**src/rtl/qbp_pkg.sv**
```systemverilog
package qbp_pkg;

  localparam int ADDR_W = 2;

  typedef enum logic [1:0] {
    MODE_INPUT     = 2'b00,
    MODE_PUSHPULL  = 2'b01,
    MODE_OPENDRAIN = 2'b10,
    MODE_QUASI     = 2'b11
  } pin_mode_e;

  typedef enum logic [ADDR_W-1:0] {
    REG_LATCH = 2'd0,
    REG_OD    = 2'd1,
    REG_PU    = 2'd2,
    REG_PINS  = 2'd3
  } reg_addr_e;

  typedef struct packed {
    logic hi;
    logic lo;
    logic ps;
    logic pw;
  } pin_en_t;

endpackage

```
**src/rtl/qbp_sync.sv**
```systemverilog
module qbp_sync #(
  parameter int WIDTH  = 8,
  parameter int STAGES = 2
) (
  input  logic             clk_i,
  input  logic             rst_i,
  input  logic [WIDTH-1:0] d_i,
  output logic [WIDTH-1:0] q_o
);

  logic [WIDTH-1:0] stg_q [STAGES];

  always_ff @(posedge clk_i) begin
    if (rst_i) begin
      for (int s = 0; s < STAGES; s++) stg_q[s] <= '0;
    end else begin
      stg_q[0] <= d_i;
      for (int s = 1; s < STAGES; s++) stg_q[s] <= stg_q[s-1];
    end
  end

  assign q_o = stg_q[STAGES-1];

endmodule

```
**src/rtl/qbp_regs.sv**
```systemverilog
module qbp_regs
  import qbp_pkg::*;
#(
  parameter int WIDTH = 8
) (
  input  logic              clk_i,
  input  logic              rst_i,
  input  logic              we_i,
  input  logic [ADDR_W-1:0] addr_i,
  input  logic [WIDTH-1:0]  wdata_i,
  input  logic [WIDTH-1:0]  pin_sync_i,
  output logic [WIDTH-1:0]  lat_o,
  output logic [WIDTH-1:0]  od_o,
  output logic [WIDTH-1:0]  pu_o,
  output logic [WIDTH-1:0]  rdata_o
);

  logic [WIDTH-1:0] lat_q, od_q, pu_q, rdata_q;
  logic [WIDTH-1:0] rd_mux;
  reg_addr_e        sel;

  assign sel = reg_addr_e'(addr_i);

  always_comb begin
    unique case (sel)
      REG_LATCH: rd_mux = lat_q;
      REG_OD:    rd_mux = od_q;
      REG_PU:    rd_mux = pu_q;
      default:   rd_mux = pin_sync_i;
    endcase
  end

  always_ff @(posedge clk_i) begin
    if (rst_i) begin
      lat_q   <= '1;
      od_q    <= '1;
      pu_q    <= '1;
      rdata_q <= '0;
    end else begin
      rdata_q <= rd_mux;
      if (we_i) begin
        unique case (sel)
          REG_LATCH: lat_q <= wdata_i;
          REG_OD:    od_q  <= wdata_i;
          REG_PU:    pu_q  <= wdata_i;
          default:   ;
        endcase
      end
    end
  end

  assign lat_o   = lat_q;
  assign od_o    = od_q;
  assign pu_o    = pu_q;
  assign rdata_o = rdata_q;

  // the pin-level address is read-only
  p_pins_read_only_r8: assert property (@(posedge clk_i) disable iff (rst_i)
    (we_i && sel == REG_PINS) |=> ($stable(lat_q) && $stable(od_q) && $stable(pu_q)));

endmodule

```
**src/rtl/qbp_pin_ctl.sv**
```systemverilog
module qbp_pin_ctl
  import qbp_pkg::*;
#(
  parameter int BOOST_CYCLES = 2
) (
  input  logic clk_i,
  input  logic rst_i,
  input  logic od_i,
  input  logic pu_i,
  input  logic lat_i,
  input  logic pin_sync_i,
  output logic hi_o,
  output logic lo_o,
  output logic ps_o,
  output logic pw_o
);

  localparam int CW = $clog2(BOOST_CYCLES + 1);
  localparam logic [CW-1:0] BOOST_LOAD = CW'(BOOST_CYCLES);

  pin_mode_e mode;
  logic      lat_d_q;
  logic      rise;
  logic [CW-1:0] cnt_q, cnt_n;
  pin_en_t   en_n, en_q;

  assign mode = pin_mode_e'({od_i, pu_i});
  assign rise = lat_i & ~lat_d_q;

  // boost counter: loads on a rising latch, clears on a falling latch or
  // when the pin leaves the quasi-bidirectional mode
  always_comb begin
    cnt_n = cnt_q;
    if (mode != MODE_QUASI || !lat_i) begin
      cnt_n = '0;
    end else if (rise) begin
      cnt_n = BOOST_LOAD;
    end else if (cnt_q != '0) begin
      cnt_n = cnt_q - 1'b1;
    end
  end

  always_comb begin
    en_n = '0;
    unique case (mode)
      MODE_INPUT: en_n = '0;
      MODE_PUSHPULL: begin
        en_n.hi = lat_i;
        en_n.lo = ~lat_i;
      end
      MODE_OPENDRAIN: begin
        en_n.lo = ~lat_i;
      end
      default: begin
        en_n.hi = (cnt_n != '0);
        en_n.lo = ~lat_i;
        en_n.ps = pin_sync_i;
        en_n.pw = 1'b1;
      end
    endcase
  end

  always_ff @(posedge clk_i) begin
    if (rst_i) begin
      lat_d_q <= 1'b1;
      cnt_q   <= '0;
      en_q    <= '{hi: 1'b0, lo: 1'b0, ps: 1'b0, pw: 1'b1};
    end else begin
      lat_d_q <= lat_i;
      cnt_q   <= cnt_n;
      en_q    <= en_n;
    end
  end

  assign hi_o = en_q.hi;
  assign lo_o = en_q.lo;
  assign ps_o = en_q.ps;
  assign pw_o = en_q.pw;

  // checker state: length of a high-side run produced in quasi mode
  logic          quasi_d_q;
  logic [CW:0]   hi_run_q;

  always_ff @(posedge clk_i) begin
    if (rst_i) begin
      quasi_d_q <= 1'b1;
      hi_run_q  <= '0;
    end else begin
      quasi_d_q <= (mode == MODE_QUASI);
      if (en_n.hi && mode == MODE_QUASI) begin
        if (hi_run_q != '1) hi_run_q <= hi_run_q + 1'b1;
      end else begin
        hi_run_q <= '0;
      end
    end
  end

  p_no_contention_r6: assert property (@(posedge clk_i) disable iff (rst_i)
    !(hi_o && lo_o));

  p_input_idle_r1: assert property (@(posedge clk_i) disable iff (rst_i)
    ($past(!rst_i) && $past(mode == MODE_INPUT)) |-> (!hi_o && !lo_o && !ps_o && !pw_o));

  p_push_pull_r2: assert property (@(posedge clk_i) disable iff (rst_i)
    ($past(!rst_i) && $past(mode == MODE_PUSHPULL)) |-> (hi_o == $past(lat_i) && lo_o == !$past(lat_i)));

  p_quasi_pull_r7: assert property (@(posedge clk_i) disable iff (rst_i)
    ($past(!rst_i) && quasi_d_q) |-> (pw_o && ps_o == $past(pin_sync_i)));

  p_boost_bounded_r4: assert property (@(posedge clk_i) disable iff (rst_i)
    hi_run_q <= (CW+1)'(BOOST_CYCLES));

endmodule

```
**src/rtl/qbp_port.sv**
```systemverilog
module qbp_port
  import qbp_pkg::*;
#(
  parameter int WIDTH        = 8,
  parameter int BOOST_CYCLES = 2,
  parameter int SYNC_STAGES  = 2
) (
  input  logic              clk_i,
  input  logic              rst_i,
  input  logic              reg_we_i,
  input  logic [1:0]        reg_addr_i,
  input  logic [WIDTH-1:0]  reg_wdata_i,
  output logic [WIDTH-1:0]  reg_rdata_o,
  input  logic [WIDTH-1:0]  pin_i,
  output logic [WIDTH-1:0]  drv_hi_o,
  output logic [WIDTH-1:0]  drv_lo_o,
  output logic [WIDTH-1:0]  pu_strong_o,
  output logic [WIDTH-1:0]  pu_weak_o
);

  logic [WIDTH-1:0] pin_sync, lat, od, pu;

  qbp_sync #(.WIDTH(WIDTH), .STAGES(SYNC_STAGES)) i_sync (
    .clk_i (clk_i),
    .rst_i (rst_i),
    .d_i   (pin_i),
    .q_o   (pin_sync)
  );

  qbp_regs #(.WIDTH(WIDTH)) i_regs (
    .clk_i      (clk_i),
    .rst_i      (rst_i),
    .we_i       (reg_we_i),
    .addr_i     (reg_addr_i),
    .wdata_i    (reg_wdata_i),
    .pin_sync_i (pin_sync),
    .lat_o      (lat),
    .od_o       (od),
    .pu_o       (pu),
    .rdata_o    (reg_rdata_o)
  );

  for (genvar p = 0; p < WIDTH; p++) begin : g_pin
    qbp_pin_ctl #(.BOOST_CYCLES(BOOST_CYCLES)) i_pin (
      .clk_i      (clk_i),
      .rst_i      (rst_i),
      .od_i       (od[p]),
      .pu_i       (pu[p]),
      .lat_i      (lat[p]),
      .pin_sync_i (pin_sync[p]),
      .hi_o       (drv_hi_o[p]),
      .lo_o       (drv_lo_o[p]),
      .ps_o       (pu_strong_o[p]),
      .pw_o       (pu_weak_o[p])
    );
  end

endmodule

```
**config.mk**
```make
export PLATFORM = sky130hd
export DESIGN_NAME = qbp_port
export DESIGN_NICKNAME = d
export VERILOG_FILES = /design/src/rtl/qbp_pkg.sv /design/src/rtl/qbp_sync.sv /design/src/rtl/qbp_regs.sv /design/src/rtl/qbp_pin_ctl.sv /design/src/rtl/qbp_port.sv
export SDC_FILE = /design/constraint.sdc
export NUM_CORES = 1
export LEC_CHECK = 0
export BUFFER_PORTS_ARGS = -buffer_cell sky130_fd_sc_hd__buf_2
export CORE_AREA = 3 3 104 106
export DETAILED_ROUTE_END_ITERATION = 8
export DIE_AREA = 0 0 107 109
export HOLD_SLACK_MARGIN = 0.08
export PLACE_DENSITY = 0.67
export SYNTH_ARGS = -nofsm -noshare
export SYNTH_HDL_FRONTEND = slang
export SYNTH_SLANG_ARGS = --single-unit
```
**constraint.sdc**
```tcl
create_clock -name clk_i -period 1 [get_ports clk_i]
set_input_delay 0.05 -clock clk_i [delete_from_list [all_inputs] [get_ports clk_i]]
set_output_delay 0.05 -clock clk_i [all_outputs]
set_load 0.02 [all_outputs]
```
==> qor.yml, run 1 <==
status: "finished, violations left"
violations: "negative setup slack"
yosys_warnings: 0
layout_common_cells: "dfxtp_1 (87), buf_2 (60), buf_4 (37)"
cts_tree: "yes"
multiInputGateArea_um2: 2100
worst_pin_slew_ns: 0.443
layout.nets: 544
synth_compound_area_frac: 0.0622
track_usage: 0.144
utilization: 0.564
first_pass_iters: 4
num_rows: 36
fillers: 843
setup_ws_ns: -0.0317
cts_buffers: 9
cpMaxStageDelayCell: "dfxtp_2"
start_util: 0.424
dp.cells: 592
required_ns: 1.26
fin_crit_ns: 1.03
period_share: 1.03
slew_violations: 0
path_max_fanout: 4
vias_per_cell: 4.67
drive_gt1_frac: 0.455
vias: 2935
synthSimpleGateAreaFrac: 0.201
power_density_nw_per_um2: 1440
antenna_left: 0
yosys.cell_types.count: 25
port-buffer-count: 60
netlist_area_um2: 4190
routabilityCongestion: 0.786
die_area_um2: 11700
total_power_mw: 8.02
cts-htree-levels: 3
cp_data_arrival_time_ns: 1.29
antenna_found_initial: 1
clk_pin_slew_worst_paths_ns: 0.09
vdd_ir_drop_max_uv: 676
seq_area_um2: 2140
slew-limit-headroom: 0.705
grt_start_max_net_pins: 25
wl_per_cell_um: 13.2
syn_inst: 407
die_y_um: 109
synth.area.mux_share: 0.0383
synth_ff_type: "dfxtp_1"
wirelength_um: 8310
num_io_pins: 61
synth_area_per_cell_um2: 10.3
cts_root_buf: "clkbuf_8"
crit_type: "register to register"
async_reset_ff_frac: 0
clk_latency_ns: 0.37
clock_skew_ns: 0.00922
cts_num_sinks: 104
path_cells: "inv_2 -> ha_2 -> nor2b_4 -> a31oi_1 -> nor3b_1"
setup_violations: 9
synth_top_family_by_area: "simple AND/OR/NAND/NOR gates"
die_width_um: 107
grt_overflow: 0
synth_fa_ha_area_frac: 0.0956
seq_area_frac_synth: 0.497
final-hold-violation-count: 0
p_leak_nw: 2.32
drc_errors: 0
syn-num-nets: 460
grt_pass1_vias: 2809
grt_pass1_wl_um: 13100
fmax_mhz: 969
cts.path.max_buffers: 2
final_common_cell: "dfxtp_1"
hp-class: "input port to register"
synth-xor-area-share: 0
core_area_um2: 9860
cp_slowest_stage_delay_ns: 0.37
max_cap_violations: 0
synth_edf_count: 0
synth-seq-cells: 104
rsz0062_at_grt: "yes"
stdcell_count: 628
crit_path_end_kind: "register"
num_antenna_cells: 0
hpwl_um: 5540
pre_cts_ws_ns: -0.0850
drt_iter0_drc: 76
area_delta_synth_final_pct: 32.9
startpoint_type: "register"
[metrics by stage]
step	TNS (ns)	instance area, um^2	hold slack, ns
floorplan	0	4200	0.178
global route	-1.06	5560	0.0970
finish	-0.153	5560	0.0930
detailed placement	-0.469	4630	0.265
global placement	-0.0823	4630	0.258
CTS	-0.135	5240	0.0808
[Yosys cell counts, drive strengths merged (9+ instances only)]
library cell  count  share of area
a21oi            32          0.038
nor3b             9          0.019
ha               32          0.096
buf              45          0.086
mux2i            16          0.038
nand2            16          0.014
nor2b            24          0.036
or2              17          0.025
inv              16          0.014
nor3             25          0.035
nor2             23          0.021
nand2b            9          0.013
dfxtp           104           0.50
[per-layer routing]
| metal | global-route usage | share of wire | up-vias |
|---|---|---|---|
| met4 | 0.0621 | 0.018 | 2 |
| met1 | 0.178 | 0.44 | 1364 |
| met3 | 0.0361 | 0.049 | 15 |
| li1 | - | - | 1494 |
| met5 | 0 | 0.0016 | - |
| met2 | 0.238 | 0.49 | 60 |
[report_power, final]
part	switching [mW]	internal (mW)
Clock	1.40	1.39
Combinational	0.449	0.441
Sequential	0.0850	4.25
Total	1.94	6.08
[worst paths after layout]
| kind | startpoint | end | slack [ns] | cells past startpoint |
|---|---|---|---|---|
| min | rst_i | g_pin[0].i_pin.hi_o$_SDFF_PP0_ | 0.09 | 3 |
| min reg2reg | g_pin[4].i_pin.cnt_q[0]$_SDFF_PP0_ | g_pin[4].i_pin.cnt_q[0]$_SDFF_PP0_ | 0.42 | 1 |
| max reg2reg | i_regs.od_o[1]$_SDFFE_PP1P_ | g_pin[1].i_pin.hi_o$_SDFF_PP0_ | -0.03 | 5 |
| max | i_regs.od_o[1]$_SDFFE_PP1P_ | g_pin[1].i_pin.hi_o$_SDFF_PP0_ | -0.03 | 5 |
[worst max-delay path: cells and delay by family, from the launching register on]
kind	cells	cell delay, ns
DFF	1	0.37
buffers and inverters	1	0.06
and+or+nand+nor	2	0.19
adders and majority gates	1	0.17
AOI/OAI and AO/OA	1	0.14
[final cells by class]
| cell class | count | share of cell area |
|---|---|---|
| Sequential cell | 104 | 0.385 |
| Multi-Input combinational cell | 237 | 0.378 |
| Inverter | 16 | 0.0135 |
| Tap cell | 133 | 0.0299 |
| Timing Repair Buffer | 123 | 0.156 |
| Clock inverter | 6 | 0.0153 |
| Clock buffer | 9 | 0.0223 |
[state kept, by name, indices dropped and copies added (netlist names)]
signal and count:
g_pin.i_pin.pw_o 8, g_pin.i_pin.lat_d_q 8, i_sync.stg_q 16, i_regs.pu_o 8, i_regs.lat_o 8, g_pin.i_pin.lo_o 8, i_regs.od_o 8, i_regs.rdata_o 8
g_pin.i_pin.hi_o 8, g_pin.i_pin.ps_o 8, g_pin.i_pin.cnt_q 16
[logic make-up after synthesis]
family	count (synthesis)
AO/OA/AOI/OAI	48
flip-flops	104
adder cells (fa/ha/maj)	32
AND/OR/NAND/NOR	141
multiplexers	16
buffers and inverters	66
[timing repair]
item / 4_1_cts / 5_1_grt
hold buffers: 16 / 0
resized for setup: 48 / 68
pin swaps: 16 / 24
endpoints found under the hold margin: 32 / 0
endpoints found under the setup margin: 16 / 26
setup buffers: 4 / 1
Power figures use the tool's default switching activity.
==> run 2: changes to the inputs <==
==> constraint.sdc (replaced) <==
create_clock -name clk_i -period 1 [get_ports clk_i]
set_input_delay 0.15 -clock clk_i [delete_from_list [all_inputs] [get_ports clk_i]]
set_output_delay 0.15 -clock clk_i [all_outputs]
set_load 0.02 [all_outputs]
==> qor.yml, run 2 (synthesized netlist as in run 1, its figures left out) <==
seq_area_um2: 2170  # was 2140 um^2
cts_buffers: 9  # unchanged
p_leak_nw: 2.40  # was 2.32 nW
fillers: 797  # was 843
path_max_fanout: 4  # unchanged
wirelength_um: 8570  # was 8310 um
die_area_um2: 11700  # unchanged
clk_latency_ns: 0.36  # was 0.37 ns
grt_overflow: 0  # unchanged
power_density_nw_per_um2: 1350  # was 1440 nW/um^2
die_width_um: 107  # unchanged
final-hold-violation-count: 0  # unchanged
sw_frac_of_total: 0.243  # was 0.241
antenna_found_initial: 0  # was 1
routabilityCongestion: 0.778  # was 0.786
switching_power_mw: 1.91  # was 1.94 mW
core_area_um2: 9860  # unchanged
status: "finished, violations left"  # unchanged
clock_skew_ns: 0.0103  # was 0.00922 ns
gr-usage-met2: 0.246  # was 0.238
utilization: 0.591  # was 0.564
power_report.internal_total_mw: 5.96  # was 6.08 mW
drt_iter0_drc: 112  # was 76
area_delta_synth_final_pct: 39.3  # was 32.9%
r2r-end: "g_pin[6].i_pin.hi_o$_SDFF_PP0_"  # was g_pin[1].i_pin.hi_o$_SDFF_PP0_
port-buffer-count: 60  # unchanged
slew_violations: 0  # unchanged
cp_data_arrival_time_ns: 1.30  # was 1.29 ns
setup_violations: 11  # was 9
die_y_um: 109  # unchanged
cts.path.max_buffers: 2  # unchanged
grt_pass1_vias: 2899  # was 2809
first_pass_iters: 4  # unchanged
regToRegStartpoint: "i_regs.od_o[6]$_SDFFE_PP1P_"  # was i_regs.od_o[1]$_SDFFE_PP1P_
r2r_cells: 5  # unchanged
crit_path_end: "g_pin[6].i_pin.hi_o$_SDFF_PP0_"  # was g_pin[1].i_pin.hi_o$_SDFF_PP0_
wl_per_cell_um: 13.5  # was 13.2 um
max_cap_violations: 0  # unchanged
clk_pin_slew_worst_paths_ns: 0.10  # was 0.09 ns
track_usage: 0.142  # was 0.144
drc_errors: 0  # unchanged
grt.met3_usage: 0.0444  # was 0.0361
grt_pass1_wl_um: 13100  # about the same
crit_type: "register to register"  # unchanged
start_util: 0.424  # unchanged
antenna_left: 0  # unchanged
use_met1: 0.171  # was 0.178
clockPowerShare: 0.323  # was 0.348
vdd_ir_drop_max_uv: 754  # was 676 uV
slew-limit-headroom: 0.836  # was 0.705
period_share: 1.04  # was 1.03
grt_start_max_net_pins: 25  # unchanged
fin_crit_ns: 1.04  # was 1.03 ns
crit_path_start: "i_regs.od_o[6]$_SDFFE_PP1P_"  # was i_regs.od_o[1]$_SDFFE_PP1P_
num_io_pins: 61  # unchanged
cts_num_sinks: 104  # unchanged
vias: 2951  # was 2935
layout_common_cells: "dfxtp_1 (60), buf_4 (55), buf_6 (36)"  # was dfxtp_1 (87), buf_2 (60), buf_4 (37)
num_rows: 36  # unchanged
setup_ws_ns: -0.0421  # was -0.0317 ns
holdPathStages: 3  # unchanged
fmax_mhz: 960  # was 969 MHz
cts_tree: "yes"  # unchanged
finalSetupTns_ns: -0.222  # was -0.153 ns
violations: "negative setup slack"  # unchanged
layout.nets: 550  # was 544
num_antenna_cells: 0  # unchanged
pwr-share-seq: 0.555  # was 0.541
cts-htree-levels: 3  # unchanged
grt.busiest_layer: "met2"  # unchanged
final_common_cell: "dfxtp_1"  # unchanged
crit_path_end_kind: "register"  # unchanged
worst_pin_slew_ns: 0.245  # was 0.443 ns
hp-class: "input port to register"  # unchanged
required_ns: 1.25  # was 1.26 ns
placed_area_um2: 4690  # was 4630 um^2
hpwl_um: 5510  # was 5540 um
cts_root_buf: "clkbuf_8"  # unchanged
r2r_setup_slack_ns: -0.04  # was -0.03 ns
combPwrFrac: 0.123  # was 0.111
startpoint_type: "register"  # unchanged
multiInputGateArea_um2: 2080  # was 2100 um^2
drive_gt1_frac: 0.512  # was 0.455
rsz0062_at_grt: "yes"  # unchanged
top_regs: "g_pin.i_pin.cnt_q x16, i_sync.stg_q x16"  # unchanged
vias_per_cell: 4.65  # was 4.67
design_area_um2: 5830  # was 5560 um^2
run 2: changes by cell type in the layout (fill, tap and decap cells not counted), sizes merged:
cell         previous run  this run
clkinv                  2         1
dlygate4sd3            16        15
buf                   107       114
bufinv                  2         0
clkbuf                  9        13
run 2: power groups by stage:
stage / registers [mW] / logic (mW) / clock network, mW
6_report: 4.37 / 0.967 / 2.54
5_1_grt: 4.39 / 1.05 / 2.80
4_1_cts: 4.35 / 0.854 / 2.64
3_5_place_dp: 4.45 / 0.736 / 0
3_3_place_gp: 4.45 / 0.721 / 0
2_1_floorplan: 4.48 / 0.459 / 0
run 2: worst min path at each step:
stage | startpoint | to | slack, ns
after global routing | reg_wdata_i[7] | i_regs.lat_o[7]$_SDFFE_PP1P_ | 0.09
after floorplan | pin_i[0] | i_sync.stg_q[0][0]$_SDFF_PP0_ | 0.28
after detailed placement | pin_i[7] | i_sync.stg_q[0][7]$_SDFF_PP0_ | 0.36
final | reg_wdata_i[7] | i_regs.lat_o[7]$_SDFFE_PP1P_ | 0.1
after global placement | pin_i[7] | i_sync.stg_q[0][7]$_SDFF_PP0_ | 0.36
after CTS | reg_wdata_i[7] | i_regs.lat_o[7]$_SDFFE_PP1P_ | 0.08
run 2: what timing repair did:
item,4_1_cts,5_1_grt
pin swaps,13,22
setup endpoints to repair,38,67
setup buffers,5,1
endpoints found under the hold margin,19,0
gates resized for setup,85,122
hold buffers,15,0
run 2: area by class of cell:
cell class | count | share of cell area
flip-flops and latches | 104 | 0.373
multi-input cells | 237 | 0.357
repair buffers | 129 | 0.194
clock buffers | 13 | 0.0307
well taps | 133 | 0.0285
inverters | 16 | 0.0137
clock inverters | 3 | 0.00408
run 2: critical path: stages, from the launching register on:
cell and delay, ns:
dfxtp_4 0.39, inv_4 0.05, ha_4 0.14, nor2b_1 0.12, a31oi_1 0.18, nor3b_2 0.07
run 2: layer usage:
metal  wire [um]  vias to the layer above  share of wire
met5           0                        -              0
met4          76                        0         0.0089
met3         378                        7          0.044
met2        4330                       61           0.51
met1        3780                     1380           0.44
li1            -                     1503              -
run 2: stage by stage:
stage,std cells,hold slack [ns],power [mW],worst slack [ns]
after global placement,598,0.358,5.17,-0.0528
after global routing,635,0.0930,8.23,-0.100
after CTS,634,0.0801,7.84,-0.0405
final,635,0.0963,7.88,-0.0421
after floorplan,407,0.278,4.93,0.00400
after detailed placement,598,0.363,5.19,-0.0853
==> run 3: changes to the inputs <==
ABC_AREA = 1   (was not set)
CAP_MARGIN = 20   (was not set)
CORE_AREA = 3 3 100 102   (was 3 3 104 106)
DIE_AREA = 0 0 103 105   (was 0 0 107 109)
SYNTH_HIERARCHICAL = 1   (was not set)
==> qor.yml, run 3 <==
cts-htree-levels: 3  # unchanged
regToRegStartpoint: "i_regs/od_o[0]$_SDFFE_PP1P_"  # was i_regs.od_o[6]$_SDFFE_PP1P_
yosys_warnings: 6  # was 0
netlist_area_um2: 3830  # was 4190 um^2
period_share: 0.973  # was 1.04
grt.met3_usage: 0.0314  # was 0.0444
crit_path_end_kind: "output pin"  # was register
status: "finished clean"  # was finished, violations left
die_y_um: 105  # was 109 um
required_ns: 0.85  # was 1.25 ns
grt_pass1_wl_um: 14000  # was 13100 um
path_max_fanout: 1  # was 4
r2r_cells: 6  # was 5
vdd_ir_drop_max_uv: 892  # was 754 uV
postCtsSetupBuffers: 0  # was 5
num_io_pins: 61  # unchanged
switching_power_mw: 2.07  # was 1.91 mW
startpoint_type: "register"  # unchanged
synth_ff_type: "dfxtp_1"  # unchanged
grt_overflow: 0  # unchanged
track_usage: 0.162  # was 0.142
holdPathStages: 3  # unchanged
wirelength_um: 8290  # was 8570 um
cpMaxStageDelayCell: "dfxtp_1"  # was dfxtp_4
path_cells: "buf_2"  # was inv_4 -> ha_4 -> nor2b_1 -> a31oi_1 -> nor3b_2
power_report.internal_total_mw: 6.17  # was 5.96 mW
utilization: 0.529  # was 0.591
seq_area_um2: 2110  # was 2170 um^2
first_pass_iters: 4  # unchanged
vias_per_cell: 4.62  # was 4.65
grt_start_max_net_pins: 18  # was 25
area_delta_synth_final_pct: 27.1  # was 39.3%
crit_buf_inv: 1  # unchanged
r2r_setup_slack_ns: 0.04  # was -0.04 ns
wl_per_cell_um: 12.0  # was 13.5 um
slew-limit-headroom: 0.816  # was 0.836
fmax_mhz: 1030  # was 960 MHz
seq_area_frac_synth: 0.544  # was 0.497
start_util: 0.416  # was 0.424
cp_data_arrival_time_ns: 0.82  # was 1.30 ns
slew_violations: 0  # unchanged
yosys-top-cells-area: "dfxtp_1 (54%), nand2_1 (13%), nor2_1 (7.6%), nand3_1 (6.3%), inv_1 (4.0%)"  # was dfxtp_1 (50%), ha_1 (9.6%), buf_4 (6.1%), a21oi_1 (3.8%), mux2i_1 (3.8%)
cp_top_family: "flip-flops"  # unchanged
cts_tree: "yes"  # unchanged
core_area_um2: 9200  # was 9860 um^2
layout.nets: 596  # was 550
hpwl_um: 6000  # was 5510 um
cts_root_buf: "clkbuf_8"  # unchanged
synth-seq-cells: 104  # unchanged
drt_iter0_drc: 156  # was 112
routabilityCongestion: 0.881  # was 0.778
fin_crit_ns: 0.973  # was 1.04 ns
netlist.area_leader.share: 0.544  # was 0.497
dp.cells: 659  # was 598
power_density_nw_per_um2: 1690  # was 1350 nW/um^2
hp-start: "rst_i"  # was reg_wdata_i[7]
final-hold-violation-count: 0  # unchanged
combPwrFrac: 0.115  # was 0.123
yosys.cell_types.count: 20  # was 25
clk_latency_ns: 0.36  # about the same
antenna_found_initial: 0  # unchanged
die_width_um: 103  # was 107 um
clk_pin_slew_worst_paths_ns: 0.10  # about the same
finalSetupTns_ns: 0  # was -0.222 ns
port-buffer-count: 60  # unchanged
top_regs: "g_pin.i_pin/cnt_q x16, i_sync/stg_q x16"  # was g_pin.i_pin.cnt_q x16, i_sync.stg_q x16
sw_frac_of_total: 0.251  # was 0.243
vias: 3192  # was 2951
synth_largest_area_cell: "dfxtp_1"  # unchanged
num_antenna_cells: 0  # unchanged
use_met1: 0.216  # was 0.171
setup_violations: 0  # was 11
drc_errors: 0  # unchanged
yosys-top-cells-count: "nand2_1 (137), dfxtp_1 (104), nor2_1 (77)"  # was dfxtp_1 (104), buf_4 (34), a21oi_1 (32), ha_1 (32), nor2b_1 (24)
drive_gt1_frac: 0.272  # was 0.512
crit_type: "register to output pin"  # was register to register
r2r-end: "g_pin[0].i_pin/hi_o$_SDFF_PP0_"  # was g_pin[6].i_pin.hi_o$_SDFF_PP0_
grt.busiest_layer: "met2"  # unchanged
crit_cells: 1  # was 5
syn-num-nets: 505  # was 460
placed_area_um2: 4310  # was 4690 um^2
gr-usage-met2: 0.261  # was 0.246
stdcell_count: 691  # was 635
async_reset_ff_frac: 0  # unchanged
cp_slowest_stage_delay_ns: 0.31  # was 0.39 ns
synth_area_per_cell_um2: 7.91  # was 10.3 um^2
die_area_um2: 10800  # was 11700 um^2
final_common_cell: "nand2_1"  # was dfxtp_1
yosys.cell_count.top_type: "nand2_1"  # was dfxtp_1
num_rows: 35  # was 36
grt_pass1_vias: 3118  # was 2899
hp-class: "input port to register"  # unchanged
pwr-share-seq: 0.542  # was 0.555
cts.path.max_buffers: 2  # unchanged
multiInputGateArea_um2: 1390  # was 2080 um^2
design_area_um2: 4860  # was 5830 um^2
clock_skew_ns: 0.00881  # was 0.0103 ns
max_cap_violations: 0  # unchanged
p_leak_nw: 2.57  # was 2.40 nW
cts_num_sinks: 104  # unchanged
clockPowerShare: 0.343  # was 0.323
layout_common_cells: "nand2_1 (137), dfxtp_1 (79), nor2_1 (77)"  # was dfxtp_1 (60), buf_4 (55), buf_6 (36)
fillers: 877  # was 797
cts_buffers: 9  # unchanged
worst_pin_slew_ns: 0.276  # was 0.245 ns
min_to: "i_sync/stg_q[0][14]$_SDFF_PP0_"  # was i_regs.lat_o[7]$_SDFFE_PP1P_
synth_edf_count: 0  # unchanged
syn_inst: 484  # was 407
antenna_left: 0  # unchanged
==> run 3: cell count changes after synthesis, moves of 17 or more <==
cell	change
buf_4	-24
nor2_1	+54
a21oi_1	-32
or2_2	-17
inv_1	+25
nor3_1	-21
nand2_1	+121
nand3_1	+48
ha_1	-32
nor2b_1	-24
==> run 3: layout make-up <==
type | count | share of cell area
Clock buffer | 9 | 0.0255
Clock inverter | 7 | 0.0195
Inverter | 54 | 0.0448
Multi-Input combinational cell | 309 | 0.285
Sequential cell | 104 | 0.434
Tap cell | 111 | 0.0285
Timing Repair Buffer | 97 | 0.162
==> run 3: what timing repair did <==
| action | in CTS | in global routing |
|---|---|---|
| hold endpoints to repair | 32 | 0 |
| gates resized for setup | 18 | 57 |
| hold buffers | 16 | 0 |
| pin swaps | 0 | 0 |
| setup endpoints to repair | 16 | 32 |
==> run 3: worst max path at each step <==
stage                                         from                      endpoint  slack, ns
floorplan                                    rst_i  i_regs/lat_o[4]$_SDFFE_PP1P_       0.20
finish              g_pin[2].i_pin/pw_o$_SDFF_PP1_                  pu_weak_o[2]       0.03
CTS                 g_pin[0].i_pin/hi_o$_SDFF_PP0_                   drv_hi_o[0]     -0.006
detailed placement                   reg_addr_i[1]  i_regs/rdata_o[5]$_SDFF_PP0_      -0.06
global placement                     reg_addr_i[1]  i_regs/lat_o[1]$_SDFFE_PP1P_      -0.02
global route        g_pin[6].i_pin/lo_o$_SDFF_PP0_                   drv_lo_o[6]     -0.008
==> run 3: power by group through the flow <==
stage	combinational [mW]	sequential [mW]	clock (mW)
after floorplan	0.463	4.61	0
after global placement	0.833	4.53	0
after detailed placement	0.839	4.54	0
after CTS	0.912	4.44	2.91
after global routing	1.06	4.48	3.07
final	0.950	4.46	2.83
==> run 3: routing by layer <==
| metal | wire length [um] | vias up |
|---|---|---|
| met5 | 0 | - |
| met4 | 146 | 0 |
| met3 | 415 | 15 |
| met2 | 3780 | 82 |
| met1 | 3940 | 1441 |
| li1 | - | 1654 |
==> run 3: metrics by stage <==
stage               hold slack (ns)  worst slack [ns]  power, mW
floorplan                     0.222             0.200       5.07
global placement              0.349           -0.0189       5.36
detailed placement            0.355           -0.0602       5.38
CTS                           0.251          -0.00607       8.26
global route                  0.277          -0.00771       8.61
finish                        0.263            0.0267       8.24
==> run 3: cells by family after synthesis <==
group | after synthesis | synth area share
buffers and inverters | 71 | 0.0932
AOI/OAI and AO/OA | 16 | 0.0262
and+or+nand+nor | 293 | 0.337
DFF | 104 | 0.544
